$ cat src/rtl/ssr_pkg.sv
package ssr_pkg;
  localparam int STAT_W   = 8;
  localparam int BSY_BIT  = 7;
  localparam int DRDY_BIT = 6;
  localparam int DRQ_BIT  = 3;
  localparam int DEV_BIT  = 4;
  localparam logic [STAT_W-1:0] STAT_RST = 8'h80;

  typedef enum logic [1:0] {
    FT_REG_D2H   = 2'd0,
    FT_PIO_SETUP = 2'd1,
    FT_DEV_BITS  = 2'd2,
    FT_OTHER     = 2'd3
  } frame_t;
endpackage

$ cat src/rtl/ssr_next.sv
module ssr_next
  import ssr_pkg::*;
#(
  parameter int FIELD_W = 3
) (
  input  logic [STAT_W-1:0]  cur,
  input  logic               pend_vld,
  input  logic [STAT_W-1:0]  pend_val,
  input  logic               fis_valid,
  input  logic [1:0]         fis_type,
  input  logic [STAT_W-1:0]  fis_status,
  input  logic [STAT_W-1:0]  fis_estatus,
  input  logic [FIELD_W-1:0] fis_sdb_hi,
  input  logic [FIELD_W-1:0] fis_sdb_lo,
  input  logic               xfer_done,
  input  logic               cmd_wr,
  output logic [STAT_W-1:0]  nxt,
  output logic               nxt_pend_vld,
  output logic [STAT_W-1:0]  nxt_pend_val
);
  localparam int HI_LSB = DRDY_BIT - FIELD_W + 1;
  localparam int LO_LSB = 0;

  logic [STAT_W-1:0] base;

  always_comb begin
    base         = cur;
    nxt_pend_vld = pend_vld;
    nxt_pend_val = pend_val;
    // ending status of a finished data phase lands first
    if (xfer_done && pend_vld) begin
      base         = pend_val;
      nxt_pend_vld = 1'b0;
    end
    nxt = base;
    if (fis_valid) begin
      case (frame_t'(fis_type))
        FT_REG_D2H: begin
          nxt          = fis_status;
          nxt_pend_vld = 1'b0;
        end
        FT_PIO_SETUP: begin
          nxt          = fis_status;
          nxt_pend_vld = 1'b1;
          nxt_pend_val = fis_estatus;
        end
        FT_DEV_BITS: begin
          for (int i = 0; i < FIELD_W; i++) begin
            nxt[HI_LSB+i] = fis_sdb_hi[i];
            nxt[LO_LSB+i] = fis_sdb_lo[i];
          end
        end
        default: ;
      endcase
    end
    if (cmd_wr) nxt[BSY_BIT] = 1'b1;
  end
endmodule

$ cat src/rtl/ssr_dev_gate.sv
module ssr_dev_gate
  import ssr_pkg::*;
#(
  parameter int DEV_W  = 8,
  parameter int BODY_W = 24
) (
  input  logic              h2d_valid,
  output logic              h2d_ready,
  input  logic [DEV_W-1:0]  h2d_dev,
  input  logic [BODY_W-1:0] h2d_body,
  output logic              tx_valid,
  input  logic              tx_ready,
  output logic [DEV_W-1:0]  tx_dev,
  output logic [BODY_W-1:0] tx_body,
  output logic              tx_drop
);
  logic other_dev;

  assign other_dev = h2d_dev[DEV_BIT];
  assign tx_valid  = h2d_valid & ~other_dev;
  assign h2d_ready = other_dev | tx_ready;
  assign tx_drop   = h2d_valid & other_dev;
  assign tx_dev    = h2d_dev;
  assign tx_body   = h2d_body;
endmodule

$ cat src/rtl/shadow_status_reg.sv
module shadow_status_reg
  import ssr_pkg::*;
#(
  parameter int FIELD_W = 3,
  parameter int DEV_W   = 8,
  parameter int BODY_W  = 24
) (
  input  logic               clk,
  input  logic               rst_n,
  input  logic               fis_valid,
  output logic               fis_ready,
  input  logic [1:0]         fis_type,
  input  logic [7:0]         fis_status,
  input  logic [7:0]         fis_estatus,
  input  logic [FIELD_W-1:0] fis_sdb_hi,
  input  logic [FIELD_W-1:0] fis_sdb_lo,
  input  logic               xfer_done,
  input  logic               cmd_wr,
  output logic [7:0]         status_o,
  input  logic               h2d_valid,
  output logic               h2d_ready,
  input  logic [DEV_W-1:0]   h2d_dev,
  input  logic [BODY_W-1:0]  h2d_body,
  output logic               tx_valid,
  input  logic               tx_ready,
  output logic [DEV_W-1:0]   tx_dev,
  output logic [BODY_W-1:0]  tx_body,
  output logic               tx_drop
);
  logic [STAT_W-1:0] shadow_q, pend_q, shadow_d, pend_d;
  logic              pend_vld_q, pend_vld_d;
  logic [STAT_W-1:0] bsy_mask;

  assign fis_ready = 1'b1;

  ssr_next #(.FIELD_W(FIELD_W)) u_next (
    .cur(shadow_q), .pend_vld(pend_vld_q), .pend_val(pend_q),
    .fis_valid(fis_valid), .fis_type(fis_type), .fis_status(fis_status),
    .fis_estatus(fis_estatus), .fis_sdb_hi(fis_sdb_hi), .fis_sdb_lo(fis_sdb_lo),
    .xfer_done(xfer_done), .cmd_wr(cmd_wr),
    .nxt(shadow_d), .nxt_pend_vld(pend_vld_d), .nxt_pend_val(pend_d)
  );

  always_ff @(posedge clk or negedge rst_n) begin
    if (!rst_n) begin
      shadow_q   <= STAT_RST;
      pend_q     <= '0;
      pend_vld_q <= 1'b0;
    end else begin
      shadow_q   <= shadow_d;
      pend_q     <= pend_d;
      pend_vld_q <= pend_vld_d;
    end
  end

  // host command write shows busy without waiting for the edge
  always_comb begin
    bsy_mask          = '0;
    bsy_mask[BSY_BIT] = cmd_wr;
  end
  assign status_o = shadow_q | bsy_mask;

  ssr_dev_gate #(.DEV_W(DEV_W), .BODY_W(BODY_W)) u_gate (
    .h2d_valid(h2d_valid), .h2d_ready(h2d_ready), .h2d_dev(h2d_dev),
    .h2d_body(h2d_body), .tx_valid(tx_valid), .tx_ready(tx_ready),
    .tx_dev(tx_dev), .tx_body(tx_body), .tx_drop(tx_drop)
  );
endmodule

$ cat config.mk
export PLATFORM = sky130hd
export DESIGN_NAME = shadow_status_reg
export DESIGN_NICKNAME = d
export VERILOG_FILES = /design/src/rtl/ssr_pkg.sv /design/src/rtl/ssr_next.sv /design/src/rtl/ssr_dev_gate.sv /design/src/rtl/shadow_status_reg.sv
export SDC_FILE = /design/constraint.sdc
export NUM_CORES = 1
export LEC_CHECK = 0
export BUFFER_PORTS_ARGS = -buffer_cell sky130_fd_sc_hd__buf_2
export CAP_MARGIN = 20
export CORE_MARGIN = 2
export CORE_UTILIZATION = 33
export CTS_BUF_LIST = sky130_fd_sc_hd__clkbuf_4 sky130_fd_sc_hd__clkbuf_8 sky130_fd_sc_hd__clkbuf_16
export DETAILED_ROUTE_END_ITERATION = 16
export PLACE_DENSITY = 0.75
export RECOVER_POWER = 100
export SLEW_MARGIN = 20
export SYNTH_ARGS = -nofsm -noshare
export SYNTH_HDL_FRONTEND = slang
export SYNTH_SLANG_ARGS = --single-unit
$ cat constraint.sdc
create_clock -name clk -period 1.2 [get_ports clk]
set_input_delay 0.12 -clock clk [delete_from_list [all_inputs] [get_ports clk]]
set_output_delay 0.12 -clock clk [all_outputs]
set_load 0.05 [all_outputs]
==> results.toml, run 1 <==
[status]
outcome = "finished clean"

[min_path]
min_from = "fis_status[3]"
min_path_cells = 3
hold_path.class = "input pin to flip-flop"
min_to = "shadow_q[3]"

[power_and_ir_drop]
p_int_mw = 0.9824
power_mw = 1.482
comb_power_share_pct = 30.4
power.switching_mw = 0.4996
power.share.clock_pct = 21.2
ir_drop_v = 0.0004686
leakagePower_nw = 0.5779
powerDensity_mw_per_mm2 = 1310
power_frac_seq_pct = 48.4
switching_share_pct = 33.71

[critical_path]
critPathKind = "flip-flop to output pin"
end_kind = "output pin"
startpoint_type = "flip-flop"
required_ns = 1.08
reg2reg_slack_ns = 0.09
slowest_stage = "dfstp_2"
critPathArrivalTime_ns = 1.07
r2r_start = "pend_vld_q"
r2r_cells = 4
cp_num_buf_inv = 1
critPathMaxStageDelay_ns = 0.54
cp_cell_sequence = "or2_4 -> buf_8"
cp_max_fo = 2
crit_family = "flip-flops"
r2r_end = "shadow_q[1]"

[die]
rows = 21
die_w_um = 63.06
initial_core_util_pct = 34.50
ioPinCount = 107
die-area_mm2 = 0.003977
core_mm2 = 0.003337
die_h_um = 63.06

[clock_tree]
clk_pin_slew_worst_paths_ns = 0.10
clock_sinks = 17
cts.htree.levels = 1
post-cts-setup-buffers = 0
cts_tree = "yes"
cts_made_buffers = 3
clockBufferDepth = 2
clk_latency_ns = 0.28
root_buffer = "clkbuf_4"

[timing]
fin_crit_ns = 1.189
rsz0062_at_grt = "true"
hold_ws_ns = 0.04392
timing.fmax_mhz = 840.9
hold_viol = 0
tightest_slew_ns = 0.5962
final.setup.tns_ns = 0
finalCritPeriodShare_pct = 99.11
relSlewSlack_pct = 60.42
finalSetupViolCount = 0
finalMaxSlewViolations = 0
clock_skew_ns = 0.006848

[synthesis]
seq_area_frac_synth_pct = 37.07
syn_nets = 170
netlist_instances = 107
synth_top_area_cell = "dfrtp_1"
synth_edf_count = 0
ys_types = 25
ys_ff_latch = 17
synthFlopType = "dfrtp_1"
syn_area_mm2 = 0.001151
synth_top_area_share_pct = 34.78
synth.area.top_cells = "dfrtp_1 35%, buf_4 26%, mux2_4 10%"
synth_area_per_cell_um2 = 10.76
ys_async_sr_fraction_pct = 100.0
yosys_warnings = 0

[grt]
antenna_found_initial = 0
track_usage_pct = 11.04
grt_max_degree = 18
grt_pass1_wl_mm = 3.505
grt_pass1_vias = 767
gr-total-overflow = 0

[drt]
wl_per_cell_um = 14.08
vias_per_cell = 4.432
ant_nets = 0
wl_mm = 2.281
drtIter0Drc = 14
drc = 0
via_count = 718
first_pass_iters = 4

[finish]
final_cells = 162
area_growth_pct = -1.740
fillCellCount = 363
seqCellArea_um2 = 426.7
layout.nets = 180
diodes = 0
multi_input_area_um2 = 365.4
final_util_pct = 33.90
drive_gt1_share_pct = 45.69
final_cell_mix = "30 x buf_2, 16 x dfrtp_1, 10 x clkbuf_2"
layout_commonest_cell = "buf_2"

[place]
gp_congestion = 0.7570
port_buffers = 43
dp_cells = 157

[run]
cap_violations = 0
## sequential cells by signal, summed over array words and instances (netlist names)
register,count
pend_q,8
pend_vld_q,1
shadow_q,8
## power groups by stage
| stage | sequential, mW | combinational [mW] | clock (mW) |
|---|---|---|---|
| 5_1_grt | 0.729 | 0.487 | 0.339 |
| 3_5_place_dp | 0.730 | 0.491 | 0 |
| 2_1_floorplan | 0.712 | 0.690 | 0 |
| 4_1_cts | 0.719 | 0.499 | 0.320 |
| 3_3_place_gp | 0.724 | 0.483 | 0 |
| 6_report | 0.717 | 0.451 | 0.314 |
## Yosys cell counts, types with 2 or more instances
| library cell | number |
|---|---|
| o21ai_0 | 2 |
| or2_2 | 2 |
| a21oi_1 | 2 |
| mux2_4 | 8 |
| dfrtp_1 | 16 |
| nand2_1 | 4 |
| nand2b_1 | 2 |
| a22oi_1 | 5 |
| mux2i_1 | 7 |
| buf_4 | 40 |
| o22ai_1 | 5 |
## through the flow
stage	area, um2	setup WS [ns]
floorplan	1151	0.07260
global placement	1130	0.1253
detailed placement	1130	0.09609
finish	1131	0.01074
global route	1131	-0.02035
CTS	1182	0.006918
## worst min-delay path: stages
cell and delay (ns):
buf_2 0.08, nand2_1 0.03, o21ai_0 0.06
## repair_timing
action | in CTS | in global routing
hold buffers | 1 | 0
resized for setup | 4 | 0
endpoints found under the hold margin | 16 | 0
setup endpoints to repair | 1 | 1
## final cells by class
| type | count | share of cell area, % |
|---|---|---|
| Sequential cell | 17 | 37.72 |
| Multi-Input combinational cell | 47 | 32.30 |
| Timing Repair Buffer | 47 | 21.90 |
| Tap cell | 46 | 5.089 |
| Clock buffer | 4 | 2.655 |
| Inverter | 1 | 0.3319 |
## layer usage
metal	share of wire, %	track usage, %	routed length, um
met1	38	12.01	868
met2	48	18.88	1091
met3	12	3.929	275
met4	2.0	5.556	46
met5	0	0	0
## worst max path at each step
stage / to / start / depth (start not counted) / slack (ns)
2_1_floorplan: shadow_q[7] / pend_vld_q / 3 / 0.07
3_3_place_gp: pend_q[3] / fis_type[1] / 4 / 0.13
3_5_place_dp: pend_q[1] / fis_type[1] / 4 / 0.1
4_1_cts: status_o[7] / shadow_q[7] / 2 / 0.007
5_1_grt: status_o[7] / shadow_q[7] / 2 / -0.02
6_report: status_o[7] / shadow_q[7] / 2 / 0.01
## cell families after synthesis
logic type             synth area share (%)
flip-flops                            37.07
AND/OR/NAND/NOR                       9.022
AO/OA/AOI/OAI                         9.240
multiplexers                          16.52
buffers and inverters                 27.83
other                                0.3258
(Power assumes the default switching activity.)
==> inputs of run 2 (changes only) <==
Settings changed: ABC_AREA set to 1, CORE_UTILIZATION 33 to 35, PLACE_DENSITY 0.75 to 0.76.
==> run 2 against run 1 <==
- largest cell class unchanged
- global-route usage is 0.87 points higher
- non-clock buffer count fell by 3
- combinational power up 6.9%
- hold slack gained 0.054 ns
- clock skew shrank 0.0050 ns
- final area up 12%
- power up 8.4%
- sequential power is 2% lower
- via count rose by 30%
- clock power grew 33%
==> results.toml, run 2 <==
[status]
outcome = "finished clean"

[finish]
layout_commonest_cell = "nand2_1"
layout.nets = 247
diodes = 0
final_cell_mix = "58 x nand2_1, 29 x inv_1, 29 x buf_2"
drive_gt1_share_pct = 26.78
reg.largest.list = "pend_q x8, shadow_q x8, pend_vld_q x1"
final_cells = 231
area_growth_pct = -2.041

[power_and_ir_drop]
switching_share_pct = 35.84
powerDensity_mw_per_mm2 = 1274
comb_power_share_pct = 30.0
power.switching_mw = 0.5757
leakagePower_nw = 0.7734
power.share.clock_pct = 26.1
power_frac_seq_pct = 43.9
ir_drop_v = 0.0003232
p_int_mw = 1.030

[critical_path]
critPathArrivalTime_ns = 1.04
required_ns = 1.08
startpoint_type = "flip-flop"
cp_max_fo = 2
end_kind = "output pin"
critPathKind = "flip-flop to output pin"

[die]
die_w_um = 64.65
rows = 22
die_h_um = 64.65
ioPinCount = 107
core_mm2 = 0.003606
initial_core_util_pct = 35.70
die-area_mm2 = 0.004180

[run]
cap_violations = 0

[grt]
track_usage_pct = 11.91
antenna_found_initial = 0
grt_max_degree = 18
grt_pass1_vias = 936
gr-total-overflow = 0
grt_pass1_wl_mm = 3.864

[clock_tree]
cts_tree = "yes"
cts.htree.levels = 1
cts_made_buffers = 3
post-cts-setup-buffers = 0
clockBufferDepth = 2
clock_sinks = 17
root_buffer = "clkbuf_8"
clk_pin_slew_worst_paths_ns = 0.07
clk_latency_ns = 0.25

[drt]
drc = 0
wl_mm = 2.299
first_pass_iters = 4
ant_nets = 0
wl_per_cell_um = 9.952
via_count = 935
drtIter0Drc = 10
vias_per_cell = 4.048

[synthesis]
synth_top_area_cell = "dfrtp_1"
synthFlopType = "dfrtp_1"
synth.area.top_cells = "dfrtp_1 31%, buf_4 23%, nand2_1 17%"
seq_area_frac_synth_pct = 33.14
netlist_instances = 179
syn_area_mm2 = 0.001287
synth_top_area_share_pct = 31.10
synth_edf_count = 0
synth_area_per_cell_um2 = 7.193
yosys_warnings = 0
ys_types = 19
syn_nets = 242
ys_ff_latch = 17
ys_async_sr_fraction_pct = 100.0
ys_top_cells_by_count = "57 x nand2_1, 40 x buf_4, 28 x inv_1"
synth_most_common_cell = "nand2_1"

[timing]
final.setup.tns_ns = 0
rsz0062_at_grt = "false"
fin_crit_ns = 1.161
timing.fmax_mhz = 861.2
hold_ws_ns = 0.09745
setup_ws_ns = 0.03887
tightest_slew_ns = 0.5894
finalCritPeriodShare_pct = 96.76
hold_viol = 0
clock_skew_ns = 0.001886
finalSetupViolCount = 0
finalMaxSlewViolations = 0
relSlewSlack_pct = 60.88

[place]
hpwl_mm = 1.826
dp_cells = 226
port_buffers = 43
post-place-ws_ns = 0.1855
gp_congestion = 0.7903

[min_path]
hold_path.class = "input pin to flip-flop"
==> run 2: cell types whose count changed in the layout (fill, tap and decap cells not counted), moves of 3 or more <==
cell      previous run  this run
clkbuf_4             4         0
a22oi_1              5         0
nand2_1              4        58
o22ai_1              5         0
inv_1                1        29
mux2i_1              7         0
clkbuf_8             0         3
mux2_1               6         0
nand3_1              0        15
nand4_1              0         6
==> run 2: kinds of logic (layout without fill, tap and decap cells) <==
kind of cell | count (synthesis) | count (layout) | synth area share (%)
flops | 17 | 17 | 33.14
other cells | 1 | 1 | 0.2913
simple gates | 86 | 86 | 30.03
buf+inv | 73 | 77 | 35.47
compound gates | 2 | 2 | 1.069
==> run 2: final timing paths <==
path	startpoint	endpoint	slack, ns	cells past startpoint
max	shadow_q[7]	status_o[7]	0.04	3
min reg2reg	pend_q[2]	pend_q[2]	0.48	2
max in group asynchronous	rst_n	shadow_q[7]	0.55	2
min	fis_status[3]	shadow_q[3]	0.1	3
min in group asynchronous	rst_n	shadow_q[3]	0.33	2
max reg2reg	pend_vld_q	shadow_q[0]	0.16	5
==> run 2: layout make-up <==
| class | count | area [um2] |
|---|---|---|
| inverter | 29 | 108.9 |
| clock inverter | 1 | 5.005 |
| timing repair buffer | 44 | 226.5 |
| multi-input combinational | 89 | 392.9 |
| clock buffer | 3 | 41.29 |
| sequential | 17 | 426.7 |
| tap | 48 | 60.06 |
| fill | 401 | 2345 |
==> run 2: what timing repair did <==
item | 4_1_cts | 5_1_grt
hold buffers | 1 | 0
hold endpoints to repair | 16 | 0
setup endpoints to repair | 1 | 1
pin swaps | 0 | 1
resized for setup | 1 | 1
==> run 2: metrics by stage <==
| stage | utilization [%] | area [um2] | power, mW |
|---|---|---|---|
| 6_report | 34.98 | 1261 | 1.606 |
| 5_1_grt | 34.98 | 1261 | 1.700 |
| 4_1_cts | 35.46 | 1279 | 1.627 |
| 3_5_place_dp | 33.83 | 1220 | 1.204 |
| 3_3_place_gp | 33.83 | 1220 | 1.194 |
| 2_1_floorplan | - | 1287 | 1.403 |
==> run 2: critical path, cell delays in order (launching register included) <==
cell     delay (ns)
dfstp_2        0.52
inv_1          0.05
nand2_1        0.07
buf_6          0.15
==> run 2: per-layer routing <==
metal  vias to the layer above  share of wire (%)  track usage, %
met2                        31                 50           21.48
li1                        503                  -               -
met3                         0                6.1           1.910
met1                       401                 44           13.37
met4                         0                  0           6.383
met5                         -                  0               0
==> run 2: power groups by stage <==
stage	registers, mW	logic, mW	clock network (mW)
after floorplan	0.702	0.701	0
final	0.705	0.482	0.419
after global routing	0.719	0.536	0.444
after detailed placement	0.714	0.490	0
after global placement	0.709	0.484	0
after CTS	0.704	0.497	0.426
